`src/rtl/mmc_cmd_pkg.sv`:
```
package mmc_cmd_pkg;

    localparam int RSP_BYTES = 16;
    localparam int RSP_WORDS = RSP_BYTES / 2;
    localparam int STAT_W    = 16;

    // response class codes
    localparam logic [2:0] RC_NONE = 3'd0;
    localparam logic [2:0] RC_CSTS = 3'd1;
    localparam logic [2:0] RC_LONG = 3'd2;
    localparam logic [2:0] RC_OCR  = 3'd3;
    localparam logic [2:0] RC_ADDR = 3'd6;

    localparam logic [1:0] CT_DATA = 2'd3;

    // status bit positions
    localparam int SB_END  = 0;
    localparam int SB_STOP = 2;
    localparam int SB_TMO  = 7;
    localparam int SB_OCR  = 12;
    localparam int SB_CERR = 14;

    localparam logic [31:0] CSTS_ERR_MASK = 32'hFDF9_0000;
    localparam logic [31:0] AKE_ERR_BIT   = 32'h0000_0008;
    localparam logic [15:0] ADDR_ERR_MASK = 16'hE008;

    typedef struct packed {
        logic       dir;
        logic [1:0] ctype;
        logic       busy;
        logic [2:0] rclass;
        logic       init;
        logic [5:0] idx;
    } cmd_t;

    function automatic cmd_t split_cmd(input logic [15:0] w);
        cmd_t c;
        c.idx    = w[5:0];
        c.init   = w[7];
        c.rclass = w[10:8];
        c.busy   = w[11];
        c.ctype  = w[13:12];
        c.dir    = w[15];
        return c;
    endfunction

    function automatic logic is_init_nop(input cmd_t c);
        return c.init && (c.idx == 6'd0);
    endfunction

endpackage

```
`src/rtl/mmc_rsp_eval.sv`:
```
module mmc_rsp_eval
    import mmc_cmd_pkg::*;
#(
    parameter int LEN_W    = 5,
    parameter int STOP_IDX = 12
) (
    input  cmd_t                       cmd,
    input  logic [LEN_W-1:0]           len,
    input  logic [8*RSP_BYTES-1:0]     bytes_in,
    input  logic                       ake_en,
    output logic [STAT_W-1:0]          set_bits,
    output logic                       store
);
    logic [31:0]      csts;
    logic [15:0]      short_csts;
    logic [LEN_W-1:0] need;
    logic             has_data;
    logic             tmo;
    logic             cerr;

    always_comb begin
        csts       = {bytes_in[7:0], bytes_in[15:8], bytes_in[23:16], bytes_in[31:24]};
        short_csts = {bytes_in[23:16], bytes_in[31:24]};
        need       = '0;
        has_data   = 1'b1;
        case (cmd.rclass)
            RC_CSTS, RC_OCR, RC_ADDR: need = LEN_W'(4);
            RC_LONG:                  need = LEN_W'(16);
            default:                  has_data = 1'b0;
        endcase
        tmo  = len < need;
        cerr = 1'b0;
        if (cmd.rclass == RC_CSTS)
            cerr = |(csts & (CSTS_ERR_MASK | (ake_en ? AKE_ERR_BIT : 32'h0)));
        else if (cmd.rclass == RC_ADDR)
            cerr = |(short_csts & ADDR_ERR_MASK);

        set_bits = '0;
        if (tmo) begin
            set_bits[SB_TMO] = 1'b1;
        end else begin
            set_bits[SB_END]  = 1'b1;
            set_bits[SB_STOP] = (cmd.idx == 6'(STOP_IDX));
            set_bits[SB_CERR] = cerr;
            set_bits[SB_OCR]  = (cmd.rclass == RC_OCR) && !csts[31];
        end
        store = has_data && !tmo;
    end
endmodule

```
`src/rtl/mmc_rsp_pack.sv`:
```
module mmc_rsp_pack
    import mmc_cmd_pkg::*;
(
    input  logic [8*RSP_BYTES-1:0]  bytes_in,
    output logic [16*RSP_WORDS-1:0] words
);
    // word k takes the byte pair counted from the end, earlier byte high
    for (genvar k = 0; k < RSP_WORDS; k++) begin : g_word
        localparam int HI = RSP_BYTES - 2 - 2 * k;
        localparam int LO = RSP_BYTES - 1 - 2 * k;
        assign words[16*k +: 16] = {bytes_in[8*HI +: 8], bytes_in[8*LO +: 8]};
    end
endmodule

```
`src/rtl/mmc_cmd_engine.sv`:
```
module mmc_cmd_engine
    import mmc_cmd_pkg::*;
#(
    parameter int LEN_W    = 5,
    parameter int STOP_IDX = 12
) (
    input  logic                        clk,
    input  logic                        rst,
    input  logic                        cmd_wr,
    input  logic [15:0]                 cmd_word,
    input  logic [31:0]                 cmd_arg,
    input  logic                        ake_en,
    output logic                        card_req,
    output logic [5:0]                  card_idx,
    output logic [31:0]                 card_arg,
    output logic                        card_busy_rsp,
    input  logic                        card_ack,
    input  logic [LEN_W-1:0]            card_rsp_len,
    input  logic [8*RSP_BYTES-1:0]      card_rsp,
    output logic                        stat_vld,
    output logic [STAT_W-1:0]           stat_set,
    output logic                        xfer_start,
    output logic                        xfer_dir,
    output logic [16*RSP_WORDS-1:0]     rsp_words
);
    cmd_t                    cur_q;
    cmd_t                    new_cmd;
    logic [31:0]             arg_q;
    logic                    accept;
    logic                    finish;
    logic [STAT_W-1:0]       eval_set;
    logic                    eval_store;
    logic [16*RSP_WORDS-1:0] packed_words;

    assign new_cmd = split_cmd(cmd_word);
    assign accept  = cmd_wr && !card_req;
    assign finish  = card_req && card_ack;

    mmc_rsp_eval #(.LEN_W(LEN_W), .STOP_IDX(STOP_IDX)) eval_i (
        .cmd      (cur_q),
        .len      (card_rsp_len),
        .bytes_in (card_rsp),
        .ake_en   (ake_en),
        .set_bits (eval_set),
        .store    (eval_store)
    );

    mmc_rsp_pack pack_i (
        .bytes_in (card_rsp),
        .words    (packed_words)
    );

    always_ff @(posedge clk) begin
        if (rst) begin
            cur_q      <= '0;
            arg_q      <= '0;
            card_req   <= 1'b0;
            stat_vld   <= 1'b0;
            stat_set   <= '0;
            xfer_start <= 1'b0;
            xfer_dir   <= 1'b0;
            rsp_words  <= '0;
        end else begin
            stat_vld   <= 1'b0;
            stat_set   <= '0;
            xfer_start <= 1'b0;
            if (accept) begin
                cur_q     <= new_cmd;
                arg_q     <= cmd_arg;
                rsp_words <= '0;
                if (is_init_nop(new_cmd)) begin
                    stat_vld         <= 1'b1;
                    stat_set[SB_END] <= 1'b1;
                end else begin
                    card_req <= 1'b1;
                    if (new_cmd.ctype == CT_DATA) begin
                        xfer_start <= 1'b1;
                        xfer_dir   <= new_cmd.dir;
                    end
                end
            end else if (finish) begin
                card_req <= 1'b0;
                stat_vld <= 1'b1;
                stat_set <= eval_set;
                if (eval_store)
                    rsp_words <= packed_words;
            end
        end
    end

    assign card_idx      = cur_q.idx;
    assign card_arg      = arg_q;
    assign card_busy_rsp = card_req && cur_q.busy && (cur_q.rclass == RC_CSTS);

endmodule

```
`config.mk`:
```
export PLATFORM = sky130hd
export DESIGN_NAME = mmc_cmd_engine
export DESIGN_NICKNAME = d
export VERILOG_FILES = /design/src/rtl/mmc_cmd_pkg.sv /design/src/rtl/mmc_rsp_eval.sv /design/src/rtl/mmc_rsp_pack.sv /design/src/rtl/mmc_cmd_engine.sv
export SDC_FILE = /design/constraint.sdc
export NUM_CORES = 1
export LEC_CHECK = 0
export ABC_AREA = 1
export BUFFER_PORTS_ARGS = -buffer_cell sky130_fd_sc_hd__buf_2
export CORE_MARGIN = 2
export CORE_UTILIZATION = 25
export DETAILED_ROUTE_END_ITERATION = 8
export PLACE_DENSITY = 0.48
export RECOVER_POWER = 50
export SKIP_LAST_GASP = 1
export SLEW_MARGIN = 5
export SYNTH_ARGS = -nofsm -noshare
export SYNTH_HDL_FRONTEND = slang
export SYNTH_HIERARCHICAL = 1
export SYNTH_SLANG_ARGS = --single-unit
```
`constraint.sdc`:
```
create_clock -name clk -period 1.85 [get_ports clk]
set_clock_uncertainty 0.05 [all_clocks]
set_input_delay 0.0925 -clock clk [delete_from_list [all_inputs] [get_ports clk]]
set_output_delay 0.0925 -clock clk [all_outputs]
set_load 0.05 [all_outputs]
```
==> out/results.tsv, run 1 <==
metric	value	unit
dpl_cell_area	0.0101	sq mm
area_delta_synth_final	48.9	%
power	9.80	mW
fmax	0.542	GHz
syn_area	0.00886	sq mm
rr_worst_depth	13	
cts_root_buf	clkbuf_16	
pre_cts_ws	-0.0949	ns
h-tree-depth	4	
initial_utilization	25.5	%
grt-ovfl-total	0	
grt_pass1_wl	42800	microns
postSynthCellCount	1025	
place_congestion	0.752	
core_area	0.0347	sq mm
vias	8001	
final_util	38.0	%
rsz0062_at_grt	yes	
crit_type	reg -> reg	
vdd_ir_drop_max	0.000624	V
design_area	0.0132	sq mm
numCtsBuffers	17	
antenna_found_initial	1	
clock_latency	0.45	ns
cts.path.max_buffers	2	
tightest_slew	0.674	ns
drc	0	
drt_iter0_drc	242	
dp.cells	1682	
layout_setup_ws	0.00360	ns
nets	1637	
clkTransAtPathRegs	0.08	ns
dieWidth	192	microns
fill_cells	3555	
layout_min_cycle_time	1.85	ns
worst-endpoint-arrival	2.17	ns
drive_gt1_share	36.6	%
vias_per_cell	4.17	
die_h	192	microns
io_buffers	368	
hp-class	in -> reg	
cts_num_sinks	190	
finalSetupTns	0	ns
leakage	5.00	nW
final_antenna_net_count	0	
cp-end-kind	flop	
first_pass_iters	4	
final-max-slew-violation-count	0	
hpwl	18100	microns
relSlewSlack	55.3	%
fin_cells	1919	
status	finished, final reports clean	
ys_warn_count	6	
p_per_area	743	mW/mm^2
worstHoldPathCells	5	
cts_tree	done	
startpoint_type	flop	
crit_required	2.18	ns
wirelength	29000	microns
ioPinCount	373	
cap_violations	0	
die-area	0.0370	sq mm
timing.hold.ws	0.0732	ns
synth.avg_cell_area	8.64	sq um
grt_usage	14.9	%
fin_crit_sh	99.8	%
hold_viol	0	
grt_pass1_vias	7823	
grt_max_degree	87	
setup_viol	0	
row_count	68	
cp_max_fo	8	
wl_per_cell	15.1	microns
## worst max-delay path, cell delays in order (launching register included)
cell and delay (ns):
dfxtp_2 0.33, inv_2 0.05, nand2_2 0.04, inv_2 0.07, nand2_4 0.05, ha_4 0.21
a21oi_4 0.18, nor2_4 0.05, buf_6 0.13, buf_6 0.12, nand2_8 0.12, clkbuf_16 0.18
nand2_1 0.06, a21oi_2 0.10
## worst paths after layout
| check | start | to | slack [ns] |
|---|---|---|---|
| worst min register to register | rsp_words[11]$_SDFFE_PP0P_ | rsp_words[11]$_SDFFE_PP0P_ | 0.41 |
| worst min-delay path | cmd_wr | card_idx[4]$_SDFFE_PP0P_ | 0.07 |
| worst max-delay path | cur_q[7]$_SDFFE_PP0P_ | rsp_words[41]$_SDFFE_PP0P_ | 0.004 |
| worst max register to register | cur_q[7]$_SDFFE_PP0P_ | rsp_words[41]$_SDFFE_PP0P_ | 0.004 |
## cell type report
| type | count | area, sq um | area share (%) |
|---|---|---|---|
| Timing Repair Buffer | 610 | 4510 | 34.2 |
| Sequential cell | 190 | 3800 | 28.8 |
| Multi-Input combinational cell | 557 | 3420 | 26.0 |
| Tap cell | 455 | 569 | 4.32 |
| Clock buffer | 17 | 425 | 3.23 |
| Inverter | 74 | 283 | 2.14 |
| Clock inverter | 15 | 173 | 1.31 |
| Antenna cell | 1 | 2.50 | 0.0190 |
## sequential cells by signal, summed over array words and instances (netlist names)
name / cells
stat_set: 16
cur_q: 4
card_arg: 32
card_req: 1
stat_vld: 1
rsp_words: 128
xfer_dir: 1
xfer_start: 1
card_idx: 6
## metal layers
| layer | GRT usage (%) | vias to the layer above | wire (microns) |
|---|---|---|---|
| met4 | 4.17 | 0 | 344 |
| met2 | 25.2 | 277 | 14000 |
| met3 | 5.20 | 20 | 2170 |
| li1 | - | 4021 | - |
| met5 | 0 | - | 0 |
| met1 | 17.9 | 3683 | 12400 |
## cell usage in the layout (no fill, tap or decap), types with 3 or more instances in the layout
master	instances
inv_2	4
nand2_1	125
clkbuf_16	24
inv_1	69
dfxtp_1	189
a21oi_1	87
inv_6	4
nand2_2	17
buf_12	14
buf_8	3
o21ai_0	39
buf_4	27
conb_1	11
nor2_1	36
buf_16	11
clkinv_4	3
nand2_4	12
o22ai_1	5
dlygate4sd3_1	175
nand3_1	71
nand3_2	100
buf_6	5
clkbuf_1	118
inv_8	4
buf_2	250
a21oi_2	43
## what timing repair did
action,4_1_cts,5_1_grt
gates resized for setup,44,53
hold buffers,175,0
pin swaps,4,13
endpoints found under the setup margin,116,127
buffers inserted,9,4
hold endpoints to repair,174,0
gates cloned,9,8
## report_power, final
part           total [mW]  internal [mW]  switching (mW)
clock network        3.80           1.93            1.86
registers            4.22           4.17          0.0468
logic                1.78          0.768            1.02
Note: power is estimated with default switching activity, not from simulation.
==> run 2: changes to the inputs <==
- CORE_UTILIZATION: 25 -> 44
- PLACE_DENSITY: 0.48 -> 0.76
==> out/results.tsv, run 2 (synthesized netlist as in run 1, its figures left out) <==
metric	value	unit
status	finished, violations left	
row_count	51	
fmax	0.526	GHz
dpl_cell_area	0.00998	sq mm
leakage	4.80	nW
io_buffers	368	
hp-class	in -> reg	
drc	0	
r2r-end	rsp_words[18]$_SDFFE_PP0P_	
nets	1626	
dieWidth	146	microns
intPower	6.86	mW
crit_end	rsp_words[18]$_SDFFE_PP0P_	
initial_utilization	45.2	%
design_area	0.0127	sq mm
wirelength	30300	microns
clock_latency	0.41	ns
final_antenna_net_count	0	
cp-end-kind	flop	
r2r_start	cur_q[7]$_SDFFE_PP0P_	
area_delta_synth_final	42.9	%
core_area	0.0196	sq mm
pre_cts_ws	-0.0506	ns
fill_cells	1497	
cts.path.max_buffers	2	
clkPwrFrac	37.5	%
vias_per_cell	5.10	
first_pass_iters	6	
drt_iter0_drc	418	
finalSetupTns	-0.534	ns
startpoint	cur_q[7]$_SDFFE_PP0P_	
power_frac_seq	44.0	%
clkTransAtPathRegs	0.07	ns
antenna_found_initial	0	
layout_commonest_cell	buf_2	
cap_violations	0	
grt_pass1_wl	46200	microns
worst-endpoint-arrival	2.19	ns
cts_tree	done	
die-area	0.0213	sq mm
grt-ovfl-total	0	
rsz0062_at_grt	yes	
cts_num_sinks	190	
tightest_slew	0.691	ns
mostFrequentLayoutCells	buf_2 (240), dfxtp_1 (187), dlygate4sd3_1 (175), clkbuf_1 (130), nand2_1 (119)	
cts_root_buf	clkbuf_16	
place_congestion	0.809	
power	9.62	mW
crit_type	reg -> reg	
multiInputGateArea	0.00342	sq mm
switching_share	28.7	%
hold_viol	0	
wl_per_cell	17.6	microns
setup_viol	21	
cp_max_fo	8	
grt_usage	26.9	%
p_sw	2.76	mW
vdd_ir_drop_max	0.000688	V
grt_pass1_vias	9014	
p_per_area	760	mW/mm^2
hpwl	15900	microns
dp.cells	1494	
startpoint_type	flop	
h-tree-depth	4	
antenna_cells	0	
timing.hold.ws	0.112	ns
fin_crit_sh	103	%
layout_setup_ws	-0.0505	ns
crit_required	2.14	ns
numCtsBuffers	17	
largest_reg_flops	128	
violations	negative setup slack	
vias	8762	
rrSetupSlack	-0.05	ns
drive_gt1_share	36.2	%
final_util	64.6	%
die_h	146	microns
rr_worst_depth	13	
p_comb_share	18.5	%
ioPinCount	373	
layout_min_cycle_time	1.90	ns
final-max-slew-violation-count	0	
grt_max_degree	87	
relSlewSlack	54.1	%
seqCellArea	0.00381	sq mm
regMostFlops	rsp_words	
fin_cells	1717	
==> run 2: how the worst min path moves through the flow <==
stage / start / endpoint / slack (ns) / cells after the start
6_report: cmd_word[7] / stat_set[0]$_SDFF_PP0_ / 0.11 / 5
4_1_cts: cmd_word[7] / stat_set[0]$_SDFF_PP0_ / 0.07 / 5
3_3_place_gp: cmd_arg[11] / card_arg[11]$_SDFFE_PP0P_ / 0.26 / 3
5_1_grt: cmd_word[7] / stat_vld$_SDFF_PP0_ / 0.11 / 5
2_1_floorplan: rst / card_req$_SDFFE_PP0P_ / 0.11 / 1
3_5_place_dp: rst / card_req$_SDFFE_PP0P_ / 0.27 / 2
==> run 2: repair_timing <==
action	CTS	global route
setup endpoints to repair	113	128
setup buffers	11	2
resized for setup	36	43
hold buffers	175	0
cloned	5	4
pin swaps	2	7
hold endpoints to repair	174	0
==> run 2: power by group through the flow <==
| stage | sequential (mW) | clock, mW | combinational [mW] |
|---|---|---|---|
| floorplan | 4.57 | 0 | 0.779 |
| global placement | 4.31 | 0 | 1.29 |
| detailed placement | 4.31 | 0 | 1.31 |
| CTS | 4.22 | 3.69 | 1.70 |
| global route | 4.23 | 3.85 | 1.87 |
| finish | 4.23 | 3.61 | 1.78 |
==> run 2: area by class of cell <==
cell class	instances	area share, %
repair buffers	600	33.5
clock buffers	20	3.53
clock inverters	12	1.01
well taps	265	2.62
inverters	74	2.23
flip-flops and latches	190	30.1
multi-input cells	556	27.0
==> run 2: layer usage <==
layer | global-route usage [%] | vias to the layer above | part of all wire [%]
met2 | 47.7 | 558 | 50
met1 | 29.8 | 4090 | 37
met3 | 7.18 | 112 | 8.7
li1 | - | 4002 | -
met4 | 12.8 | 0 | 4.5
met5 | 0 | - | 0
==> run 2: critical path: stages (launching register included) <==
cell and delay [ns]:
dfxtp_2 0.32, inv_2 0.06, nand2_2 0.05, inv_2 0.06, nand2_2 0.06, ha_4 0.22
a21oi_4 0.15, nor2_4 0.06, buf_6 0.14, nand2_8 0.13, buf_12 0.14, buf_16 0.14
nand2_2 0.06, a21oi_2 0.16
